--- src/rtl/bitBangPkg.sv ---
package bitBangPkg;
  // Per-cycle commands from control to datapath
  typedef struct packed {
    logic tick;    // timer interval boundary
    logic load;    // apply a new output byte
    logic sample;  // capture the lines
  } bbCmd_t;
endpackage

--- src/rtl/bbTimer.sv ---
module bbTimer #(
  parameter int CNT_W = 16
) (
  input  logic             clk,
  input  logic             rstN,
  input  logic [CNT_W-1:0] divisor,
  output logic             tick
);
  logic [CNT_W-1:0] cnt;

  // >= rather than == so a lowered divisor never strands the counter
  assign tick = (cnt >= divisor);

  always_ff @(posedge clk or negedge rstN) begin
    if (!rstN)     cnt <= '0;
    else if (tick) cnt <= '0;
    else           cnt <= cnt + 1'b1;
  end

  assert_tick_restart_R2: assert property (@(posedge clk) disable iff (!rstN)
    tick |=> (cnt == '0));
endmodule

--- src/rtl/bbCtrl.sv ---
module bbCtrl
  import bitBangPkg::*;
#(
  parameter int CNT_W = 16
) (
  input  logic             clk,
  input  logic             rstN,
  input  logic [CNT_W-1:0] tickDivisor,
  input  logic             syncMode,
  input  logic             outValid,
  output logic             outReady,
  output bbCmd_t           cmd
);
  logic tick;

  bbTimer #(.CNT_W(CNT_W)) i_timer (
    .clk     (clk),
    .rstN    (rstN),
    .divisor (tickDivisor),
    .tick    (tick)
  );

  always_comb begin
    outReady   = tick;
    cmd.tick   = tick;
    cmd.load   = tick && outValid;
    cmd.sample = tick && (syncMode ? outValid : 1'b1);
  end

  assert_sync_sample_needs_write_R6: assert property (@(posedge clk) disable iff (!rstN)
    (syncMode && cmd.sample) |-> cmd.load);
  assert_async_every_tick_R5: assert property (@(posedge clk) disable iff (!rstN)
    (!syncMode && tick) |-> cmd.sample);
endmodule

--- src/rtl/bbDatapath.sv ---
module bbDatapath
  import bitBangPkg::*;
#(
  parameter int DATA_W = 8
) (
  input  logic              clk,
  input  logic              rstN,
  input  bbCmd_t            cmd,
  input  logic [DATA_W-1:0] dirMask,
  input  logic [DATA_W-1:0] outData,
  input  logic [DATA_W-1:0] pinIn,
  output logic [DATA_W-1:0] pinOut,
  output logic [DATA_W-1:0] pinOe,
  output logic              wrStrobeN,
  output logic              rdStrobeN,
  output logic              sampleValid,
  output logic [DATA_W-1:0] sampleData
);
  logic [DATA_W-1:0] pinReg;

  always_ff @(posedge clk or negedge rstN) begin
    if (!rstN) begin
      pinReg      <= '0;
      wrStrobeN   <= 1'b1;
      rdStrobeN   <= 1'b1;
      sampleValid <= 1'b0;
      sampleData  <= '0;
    end else begin
      sampleValid <= cmd.sample;
      if (cmd.load)   pinReg     <= outData & dirMask;
      if (cmd.sample) sampleData <= pinIn;
      if (cmd.tick) begin
        wrStrobeN <= !cmd.load;
        rdStrobeN <= !cmd.sample;
      end
    end
  end

  assign pinOe  = dirMask;
  assign pinOut = pinReg & dirMask;

  assert_hold_without_load_R7: assert property (@(posedge clk) disable iff (!rstN)
    !cmd.load |=> $stable(pinReg));
  assert_wr_moves_on_tick_R3: assert property (@(posedge clk) disable iff (!rstN)
    !cmd.tick |=> $stable(wrStrobeN));
  assert_rd_moves_on_tick_R4: assert property (@(posedge clk) disable iff (!rstN)
    !cmd.tick |=> $stable(rdStrobeN));
  assert_load_strobes_R3: assert property (@(posedge clk) disable iff (!rstN)
    cmd.load |=> !wrStrobeN);
  assert_sample_pulse_R4: assert property (@(posedge clk) disable iff (!rstN)
    cmd.sample |=> (!rdStrobeN && sampleValid));
endmodule

--- src/rtl/bitBangPort.sv ---
module bitBangPort
  import bitBangPkg::*;
#(
  parameter int DATA_W = 8,
  parameter int CNT_W  = 16
) (
  input  logic              clk,
  input  logic              rstN,
  input  logic [CNT_W-1:0]  tickDivisor,
  input  logic              syncMode,
  input  logic [DATA_W-1:0] dirMask,
  input  logic              outValid,
  input  logic [DATA_W-1:0] outData,
  output logic              outReady,
  input  logic [DATA_W-1:0] pinIn,
  output logic [DATA_W-1:0] pinOut,
  output logic [DATA_W-1:0] pinOe,
  output logic              wrStrobeN,
  output logic              rdStrobeN,
  output logic              sampleValid,
  output logic [DATA_W-1:0] sampleData
);
  bbCmd_t cmd;

  bbCtrl #(.CNT_W(CNT_W)) i_ctrl (
    .clk         (clk),
    .rstN        (rstN),
    .tickDivisor (tickDivisor),
    .syncMode    (syncMode),
    .outValid    (outValid),
    .outReady    (outReady),
    .cmd         (cmd)
  );

  bbDatapath #(.DATA_W(DATA_W)) i_datapath (
    .clk         (clk),
    .rstN        (rstN),
    .cmd         (cmd),
    .dirMask     (dirMask),
    .outData     (outData),
    .pinIn       (pinIn),
    .pinOut      (pinOut),
    .pinOe       (pinOe),
    .wrStrobeN   (wrStrobeN),
    .rdStrobeN   (rdStrobeN),
    .sampleValid (sampleValid),
    .sampleData  (sampleData)
  );

  assert_sample_one_cycle_R4: assert property (@(posedge clk) disable iff (!rstN)
    (sampleValid && !outReady) |=> !sampleValid);
endmodule

--- config.mk ---
export PLATFORM = sky130hd
export DESIGN_NAME = bitBangPort
export DESIGN_NICKNAME = d
export VERILOG_FILES = /design/src/rtl/bitBangPkg.sv /design/src/rtl/bbTimer.sv /design/src/rtl/bbCtrl.sv /design/src/rtl/bbDatapath.sv /design/src/rtl/bitBangPort.sv
export SDC_FILE = /design/constraint.sdc
export NUM_CORES = 1
export LEC_CHECK = 0
export ABC_AREA = 1
export BUFFER_PORTS_ARGS = -buffer_cell sky130_fd_sc_hd__buf_2
export CORE_MARGIN = 4
export CORE_UTILIZATION = 51
export CTS_CLUSTER_SIZE = 14
export DETAILED_ROUTE_END_ITERATION = 16
export PLACE_DENSITY = 0.81
export SLEW_MARGIN = 20
export SYNTH_ARGS = -nofsm -noshare
export SYNTH_HDL_FRONTEND = slang
export SYNTH_HIERARCHICAL = 1
export SYNTH_SLANG_ARGS = --single-unit
--- constraint.sdc ---
create_clock -name clk -period 4.7 [get_ports clk]
set_input_delay 0.47 -clock clk [delete_from_list [all_inputs] [get_ports clk]]
set_output_delay 0.47 -clock clk [all_outputs]
set_load 0.05 [all_outputs]
# Word-level counts from Yosys, hierarchy flattened
# Index checks and enable logic that the tools add are counted.
# classes
reduce_logical	4
bitwise	2
mux	2
magnitude_cmp	1
add_sub_neg	1
# ops
op	count
16-bit by 1-bit adder with 16-bit output (second input constant)	1
8-bit AND	2
16-bit >= comparator	1
16-bit 2-to-1 mux	1
1-bit logical AND	2
1-bit zero test	2
1-bit 2-to-1 mux	1
# totals
out_inout_bits	28
word_cells	16
ff_bits	35
inputBits	44

# Longest topological paths before layout
# Gate-level depths: netlist (run 1).
# logic_depth
word_depth	3
depth_mapped	18

# By module
# Netlist (run 1), hierarchy kept.
# modules_own_cells
module	cells_per_inst	n_inst	seq_area_each_um2	area_per_inst_um2
bbTimer	167	1	400.4	1253.7
bbDatapath	102	1	478.0	844.6
bbCtrl	6	1	0.0	26.3

# Worst setup path before layout (run 1)
# OpenSTA, ideal clock, no wires.
# synth_timing
path_kind	input to register
start	in tickDivisor[3]
end	reg i_datapath.sampleData[0]
stages	17
setup_ns	0.119
required_ns	4.581
path_buffers	2
path_slack_ns	2.644
t_arrival_ns	1.937
cell_sequence	inv_1 -> ha_1 -> nand2_1 -> nor2_1 -> nor2_1 -> nand2_1 -> nand2_1 -> nand2_1 -> nand2_1 -> nand2_2 -> buf_6 -> nand2_1 -> nand2_1 -> buf_6 -> inv_2 -> nand2_1 -> nand2_1
# synth_lines
item	line	text
from (decl)	bitBangPort.sv:9	input logic [CNT_W-1:0] tickDivisor,
to (signal assigned)	bbDatapath.sv:31	if (cmd.sample) sampleData <= pinIn;
to (decl)	bbDatapath.sv:17	output logic [DATA_W-1:0] sampleData

# Worst setup path in the final report (run 1)
# layout_timing
start	reg i_ctrl.i_timer.cnt[3]
end	out outReady
# layout_between
elab_chain_cells	1
# layout_rtl
item	line	text
from (decl)	bbTimer.sv:9	logic [CNT_W-1:0] cnt;
from (signal assigned)	bbTimer.sv:17	else cnt <= cnt + 1'b1;
16-bit >= comparator	bbTimer.sv:12	assign tick = (cnt >= divisor);
to (decl)	bitBangPort.sv:14	output logic outReady,
# No other way between the ends.

==> flow_summary.toml, run 1 <==
[outcome]
outcome = "completed"

[setup_path]
reg2reg_depth = 14
critPathMaxStageDelay_ps = 430
cp_max_fo = 22
r2r_slack_ps = 2290
endpoint_kind = "primary output"
r2r_start = "i_ctrl/i_timer/cnt[3]"
cp-start-kind = "flop"
cpMostUsedCell = "nand2_1"
cp_slowest_cell = "dfrtp_1"
reg2reg_to = "i_datapath/pinReg[2]"
worstSetupPathType = "reg -> out"
cp_cell_sequence = "ha_1 -> nand2_1 -> nor2_1 -> nor2_1 -> nand2_1 -> nand2_1 -> nand2_1 -> nand2_1 -> nand2_2 -> buf_2"
cp.required_ps = 4230
worstPathArrival_ps = 2220

[timing]
hold_viol_final = 0
tightest_slew_ps = 760.7
period_share_pct = 57.14
setup_tns_ps = 0
setup_violations = 0
slew_headroom_pct = 49.29
slew_viol_final = 0
rsz0062_at_grt = "false"
skew_ps = 5.556
post-route-min-period_ps = 2685
fmax_mhz = 372.4
hold-worst-slack_ps = 238.6

[placed_design]
portBuffers = 71
dp_cells = 384
place.gp.congestion = 0.8316
dp_hpwl_um = 3423

[floorplan]
rows = 23
boundaryPins = 72
die_height_um = 72.54
die_w_um = 72.54
die_area_mm2 = 0.005262
initial_core_util_pct = 52.73
coreArea_mm2 = 0.004029

[cts]
cts_resized = 0
cts_tree = "done"
clock-sinks = 35
cts_setup_buffers = 0
clk_pin_slew_ps = 70
clockBufferDepth = 2
cts_buffers = 5
clockRootBuffer = "clkbuf_8"
clock_latency_ps = 290
cts_hold_buf = 0
htree_levels = 2

[route]
vias = 1852
wl_per_cell_um = 11.11
via_per_inst = 4.724
drc_errors = 0
drt-initial-drc-count = 70
totalWireLength_um = 4357
dr.pass1.iters = 4
ant_nets = 0

[synthesis]
yosys.area.top_type = "dfrtp_1"
synth_top_area_share_pct = 38.87
synth.distinct_cells = 24
synth.avg_cell_area_um2 = 7.726
synth.top_cells.by_area = "dfrtp_1 (39%), nand2_1 (17%), ha_1 (10%)"
seq_area_frac_synth_pct = 41.34
synth_warnings = 6
mappedNetlistArea_mm2 = 0.002125
syn-instance-count = 275
syn_nets = 336
ys_ff_latch = 35

[pwr]
ir_drop_v = 0.0002105
p_per_area_mw_per_mm2 = 327.3
leakagePower_nw = 1.528

[worst_hold_path]
hp-class = "in -> async"

[global_route]
grt_max_degree = 36
grt_pass1_wl_um = 7514
grt_usage_pct = 18.00
grt_pass1_vias = 1840
antenna_found_initial = 0
overflow = 0

[final_layout]
instances_no_fill = 392
area_growth_pct = 19.38
drive_above_1_share_pct = 27.19
antenna_cells = 0
fin_nets = 402

[run]
maxCapViolations = 0
-- cell usage in the layout, fill, tap and decap left out, types with 2 or more instances in the layout --
master / instances
nand2_1: 94
buf_2: 71
inv_1: 40
dfrtp_1: 33
nor2_1: 26
ha_1: 17
nand3_1: 12
xor2_1: 8
a21oi_1: 7
clkbuf_8: 6
nor3_1: 4
nand2_2: 4
nand4_1: 2
o21ai_0: 2
nor2_2: 2
xnor2_1: 2
inv_2: 2
dfstp_2: 2
-- power breakdown --
part | internal (W) | total [W] | leakage, nW | switching, W
clock network | 0.000120 | 0.000225 | 0.0484 | 0.000105
registers | 0.000339 | 0.000381 | 0.459 | 0.0000424
logic | 0.0000840 | 0.000224 | 1.02 | 0.000140
-- flip-flops by register name, summed over array words and instances (netlist names) --
| signal | flops |
|---|---|
| i_datapath/sampleData | 8 |
| i_datapath/rdStrobeN | 1 |
| i_datapath/pinReg | 8 |
| i_ctrl/i_timer/cnt | 16 |
| i_datapath/wrStrobeN | 1 |
| i_datapath/sampleValid | 1 |
-- worst max-delay path, delay by kind of cell (launching register included) --
family                   cells  cell delay (ps)
adder cells (fa/ha/maj)      1              320
buffers and inverters        1              350
flip-flops                   1              430
AND/OR/NAND/NOR              8              830
-- stage by stage --
step / util (%) / instance area [um2] / total power (W) / worst slack (ps)
2_1_floorplan: - / 2125 / 0.0005481 / 2644
3_3_place_gp: 60.59 / 2441 / 0.0006012 / 2223
3_5_place_dp: 60.59 / 2441 / 0.0006112 / 2165
4_1_cts: 62.95 / 2536 / 0.0008412 / 1998
5_1_grt: 62.95 / 2536 / 0.0008942 / 1830
6_report: 62.95 / 2536 / 0.0008301 / 2015
-- area by class of cell --
cell class | instances | area (um2)
clock buffer | 7 | 86.33
clock inverter | 1 | 8.758
fill | 361 | 1493
inverter | 42 | 157.7
multi-input combinational | 186 | 987.2
sequential | 35 | 878.3
tap | 50 | 62.56
timing repair buffer | 71 | 355.3
-- worst max-delay path by stage --
| stage | startpoint | to | depth (start not counted) |
|---|---|---|---|
| after floorplan | tickDivisor[3] | i_datapath/sampleData[0] | 17 |
| after global placement | tickDivisor[3] | outReady | 12 |
| after detailed placement | tickDivisor[3] | i_datapath/pinReg[2] | 16 |
| after CTS | i_ctrl/i_timer/cnt[3] | outReady | 10 |
| after global routing | i_ctrl/i_timer/cnt[3] | outReady | 10 |
| final | i_ctrl/i_timer/cnt[3] | outReady | 10 |
-- routing by layer --
metal  global-route usage [%]  wire (um)  part of all wire, %
met1                    21.74       1850                   42
met5                        0          0                    0
met2                    30.96       2190                   50
met3                    4.294        235                  5.4
met4                    6.762         80                  1.8
-- synthesized netlist by cell type --
master / number
nand2_1: 94
inv_1: 40
dfrtp_1: 33
nor2_1: 26
ha_1: 17
nand3_1: 12
buf_4: 9
xor2_1: 8
a21oi_1: 7
nand2_2: 4
nor3_1: 4
buf_6: 3
dfstp_2: 2
inv_2: 2
nand4_1: 2
nor2_2: 2
o21ai_0: 2
xnor2_1: 2
nand3_2: 1
nor3_2: 1
nor3_4: 1
o21a_1: 1
o21bai_2: 1
or2_2: 1
-- logic make-up (layout without fill, tap and decap cells) --
kind of cell | after synthesis | after routing | share of synthesized area [%]
buffers and inverters | 54 | 121 | 12.19
DFF | 35 | 35 | 41.34
adders and majority gates | 17 | 17 | 10.01
xor gates and xnor gates | 10 | 10 | 4.123
and+or+nand+nor | 148 | 148 | 29.33
AOI/OAI and AO/OA | 11 | 11 | 3.003
(Power assumes the default switching activity.)
==> run 2: changes to the inputs <==
ABC_AREA = 0   (was 1)
clock period = 2.6 ns   (was 4.7 ns; I/O delays follow)
==> run 2 against run 1 <==
  * Core utilization up 5.5 points
  * Synthesized cell count down 24%
  * Die area up 1.7%
  * Largest power group is now combinational logic
  * Clock skew down 2.1 ps
  * Sequential cell count unchanged
  * Synthesized area up 1.9%
==> flow_summary.toml, run 2 <==
[setup_path]
worstSetupPathType = "reg -> reg"
cpMostUsedCell = "or3_4"
cp_slowest_cell = "or3_4"
critPathBufInv = 0
cp-start-kind = "flop"
cp_max_fo = 10
cp_cell_sequence = "ha_1 -> nand4_1 -> or3_4 -> o31ai_4 -> or3_4 -> a21boi_4 -> mux2_4"
cp_top_family = "simple AND/OR/NAND/NOR gates"
cp.required_ps = 2770
worstPathArrival_ps = 2700
endpoint_kind = "flop"
critPathMaxStageDelay_ps = 430

[route]
vias = 1734
top_layer = "met4"
dr.pass1.iters = 4
drt-initial-drc-count = 91
wl_met3_um = 229
wl_met1_um = 2004
drc_errors = 0
via_per_inst = 5.130
wl_per_cell_um = 14.17
ant_nets = 0
dr_wl_met2_um = 2514
totalWireLength_um = 4789

[final_layout]
area_growth_pct = 28.19
mostFrequentLayoutCells = "buf_2 (70), dfrtp_1 (33), inv_1 (30), buf_4 (16), ha_1 (15)"
drive_above_1_share_pct = 43.75
fin_nets = 348
fill_cells = 312
layout_commonest_cell = "buf_2"
largest_reg_flops = 16
top_regs = "i_ctrl/i_timer/cnt: 16 flops, i_datapath/pinReg: 8 flops, i_datapath/sampleData: 8 flops"
antenna_cells = 0
top_register = "i_ctrl/i_timer/cnt"

[run]
maxCapViolations = 0

[floorplan]
die_area_mm2 = 0.005353
die_height_um = 73.17
rows = 23
coreArea_mm2 = 0.004058
initial_core_util_pct = 53.38
die_w_um = 73.17
boundaryPins = 72

[timing]
setup_violations = 0
slew_viol_final = 0
setup_tns_ps = 0
tightest_slew_ps = 781.3
hold_viol_final = 0
post-route-min-period_ps = 2531
skew_ps = 3.458
period_share_pct = 97.35
setup_slack_ps = 68.90
fmax_mhz = 395.1
slew_headroom_pct = 47.91

[global_route]
overflow = 0
grt_usage_pct = 17.27
grt_pass1_wl_um = 7162
grt_pass1_vias = 1603
antenna_found_initial = 0
grt_max_degree = 36

[worst_hold_path]
hp-class = "in -> async"

[synthesis]
synth.avg_cell_area_um2 = 10.41
ys_ff_latch = 35
syn_nets = 269
ys_top_cells_by_count = "dfrtp_1 (33), inv_1 (30), ha_1 (17)"
synth_top_area_share_pct = 38.13
synth_flop_cell = "dfrtp_1"
yosysMostFrequentCell = "dfrtp_1"
async_flop_share_pct = 100.0
synth_edf_count = 0
yosys.area.top_type = "dfrtp_1"
synth_warnings = 6
synth.distinct_cells = 35
synth.top_cells.by_area = "dfrtp_1 (38%), ha_1 (9.8%), mux2_4 (5.5%)"
seq_area_frac_synth_pct = 40.55
mappedNetlistArea_mm2 = 0.002166
syn-instance-count = 208

[cts]
clock-sinks = 35
cts_buffers = 5
clockBufferDepth = 2
cts_hold_buf = 0
clockRootBuffer = "clkbuf_8"
clock_latency_ps = 280
clk_pin_slew_ps = 70
htree_levels = 2
cts_tree = "done"

[pwr]
leakagePower_nw = 1.377
ir_drop_v = 0.0007956
p_per_area_mw_per_mm2 = 968.8

[placed_design]
post-place-ws_ps = -50.63
portBuffers = 71
dp_hpwl_um = 3470
place.gp.congestion = 0.8313

[outcome]
outcome = "completed"
-- run 2: changes by cell type in the layout (fill, tap and decap cells not counted), moves of 5 or more --
cell | before | now
xor2_1 | 8 | 1
mux2_4 | 0 | 8
buf_4 | 0 | 16
nand4_1 | 2 | 7
nand2_1 | 94 | 5
xnor2_1 | 2 | 13
nor4_2 | 0 | 9
and2_1 | 0 | 8
nor4_1 | 0 | 10
inv_1 | 40 | 30
nor2_1 | 26 | 4
-- run 2: worst reg2reg max path: cells and delay by family (launching register included) --
family | cells | cell delay [ps]
muxes | 1 | 340
AOI/OAI and AO/OA | 2 | 620
and+or+nand+nor | 3 | 750
adders and majority gates | 1 | 320
DFF | 1 | 390
-- run 2: final cells by class --
type	count	area, um2	area share [%]
Inverter	30	112.6	4.056
Sequential cell	35	878.3	31.64
Tap cell	50	62.56	2.253
Multi-Input combinational cell	127	1117	40.24
Timing Repair Buffer	88	493.0	17.76
Clock buffer	5	68.82	2.479
Clock inverter	3	43.79	1.577
-- run 2: through the flow --
step | total power (W) | area [um2] | hold slack (ps) | util [%] | std cells
floorplan | 0.001838 | 2200 | -35.59 | - | 208
global placement | 0.002102 | 2597 | 376.5 | 64.01 | 327
detailed placement | 0.002137 | 2597 | 378.7 | 64.01 | 327
CTS | 0.002658 | 2739 | 66.23 | 67.50 | 336
global route | 0.002844 | 2776 | 106.7 | 68.42 | 338
finish | 0.002690 | 2776 | 52.82 | 68.42 | 338
-- run 2: per-layer routing --
metal / global-route usage, % / vias up
li1: - / 871
met1: 22.10 / 811
met2: 28.30 / 46
met3: 5.096 / 6
met4: 4.918 / 0
met5: 0 / -
-- run 2: logic make-up after synthesis --
| logic type | Yosys count | share of synthesized area, % |
|---|---|---|
| and+or+nand+nor | 66 | 19.99 |
| muxes | 10 | 6.471 |
| adders and majority gates | 17 | 9.821 |
| buffers and inverters | 46 | 10.98 |
| AOI/OAI and AO/OA | 20 | 6.528 |
| DFF | 35 | 40.55 |
| xor gates and xnor gates | 14 | 5.662 |
-- run 2: timing repair --
item,in CTS,in global routing
cloned,0,0
gates resized for setup,4,3
hold endpoints to repair,0,0
endpoints found under the setup margin,9,9
setup buffers,1,2
pin swaps,1,1
-- run 2: worst paths after layout --
path	end	startpoint	slack, ps	cells after the start
worst max register to register	i_datapath/sampleData[3]	i_ctrl/i_timer/cnt[13]	70	7
worst min register to register	i_datapath/rdStrobeN	i_datapath/rdStrobeN	470	2
max in group asynchronous	i_ctrl/i_timer/cnt[11]	rstN	2050	1
worst max-delay path	i_datapath/sampleData[3]	i_ctrl/i_timer/cnt[13]	70	7
worst min-delay path	i_datapath/pinReg[1]	rstN	50	1
min in group clk	i_datapath/sampleData[2]	pinIn[2]	200	2
-- run 2: where the power goes --
group / leakage [nW] / switching [W] / total (W) / internal [W]
registers: 0.446 / 0.000136 / 0.000892 / 0.000755
clock network: 0.0581 / 0.000200 / 0.000485 / 0.000285
logic: 0.873 / 0.000797 / 0.00131 / 0.000515
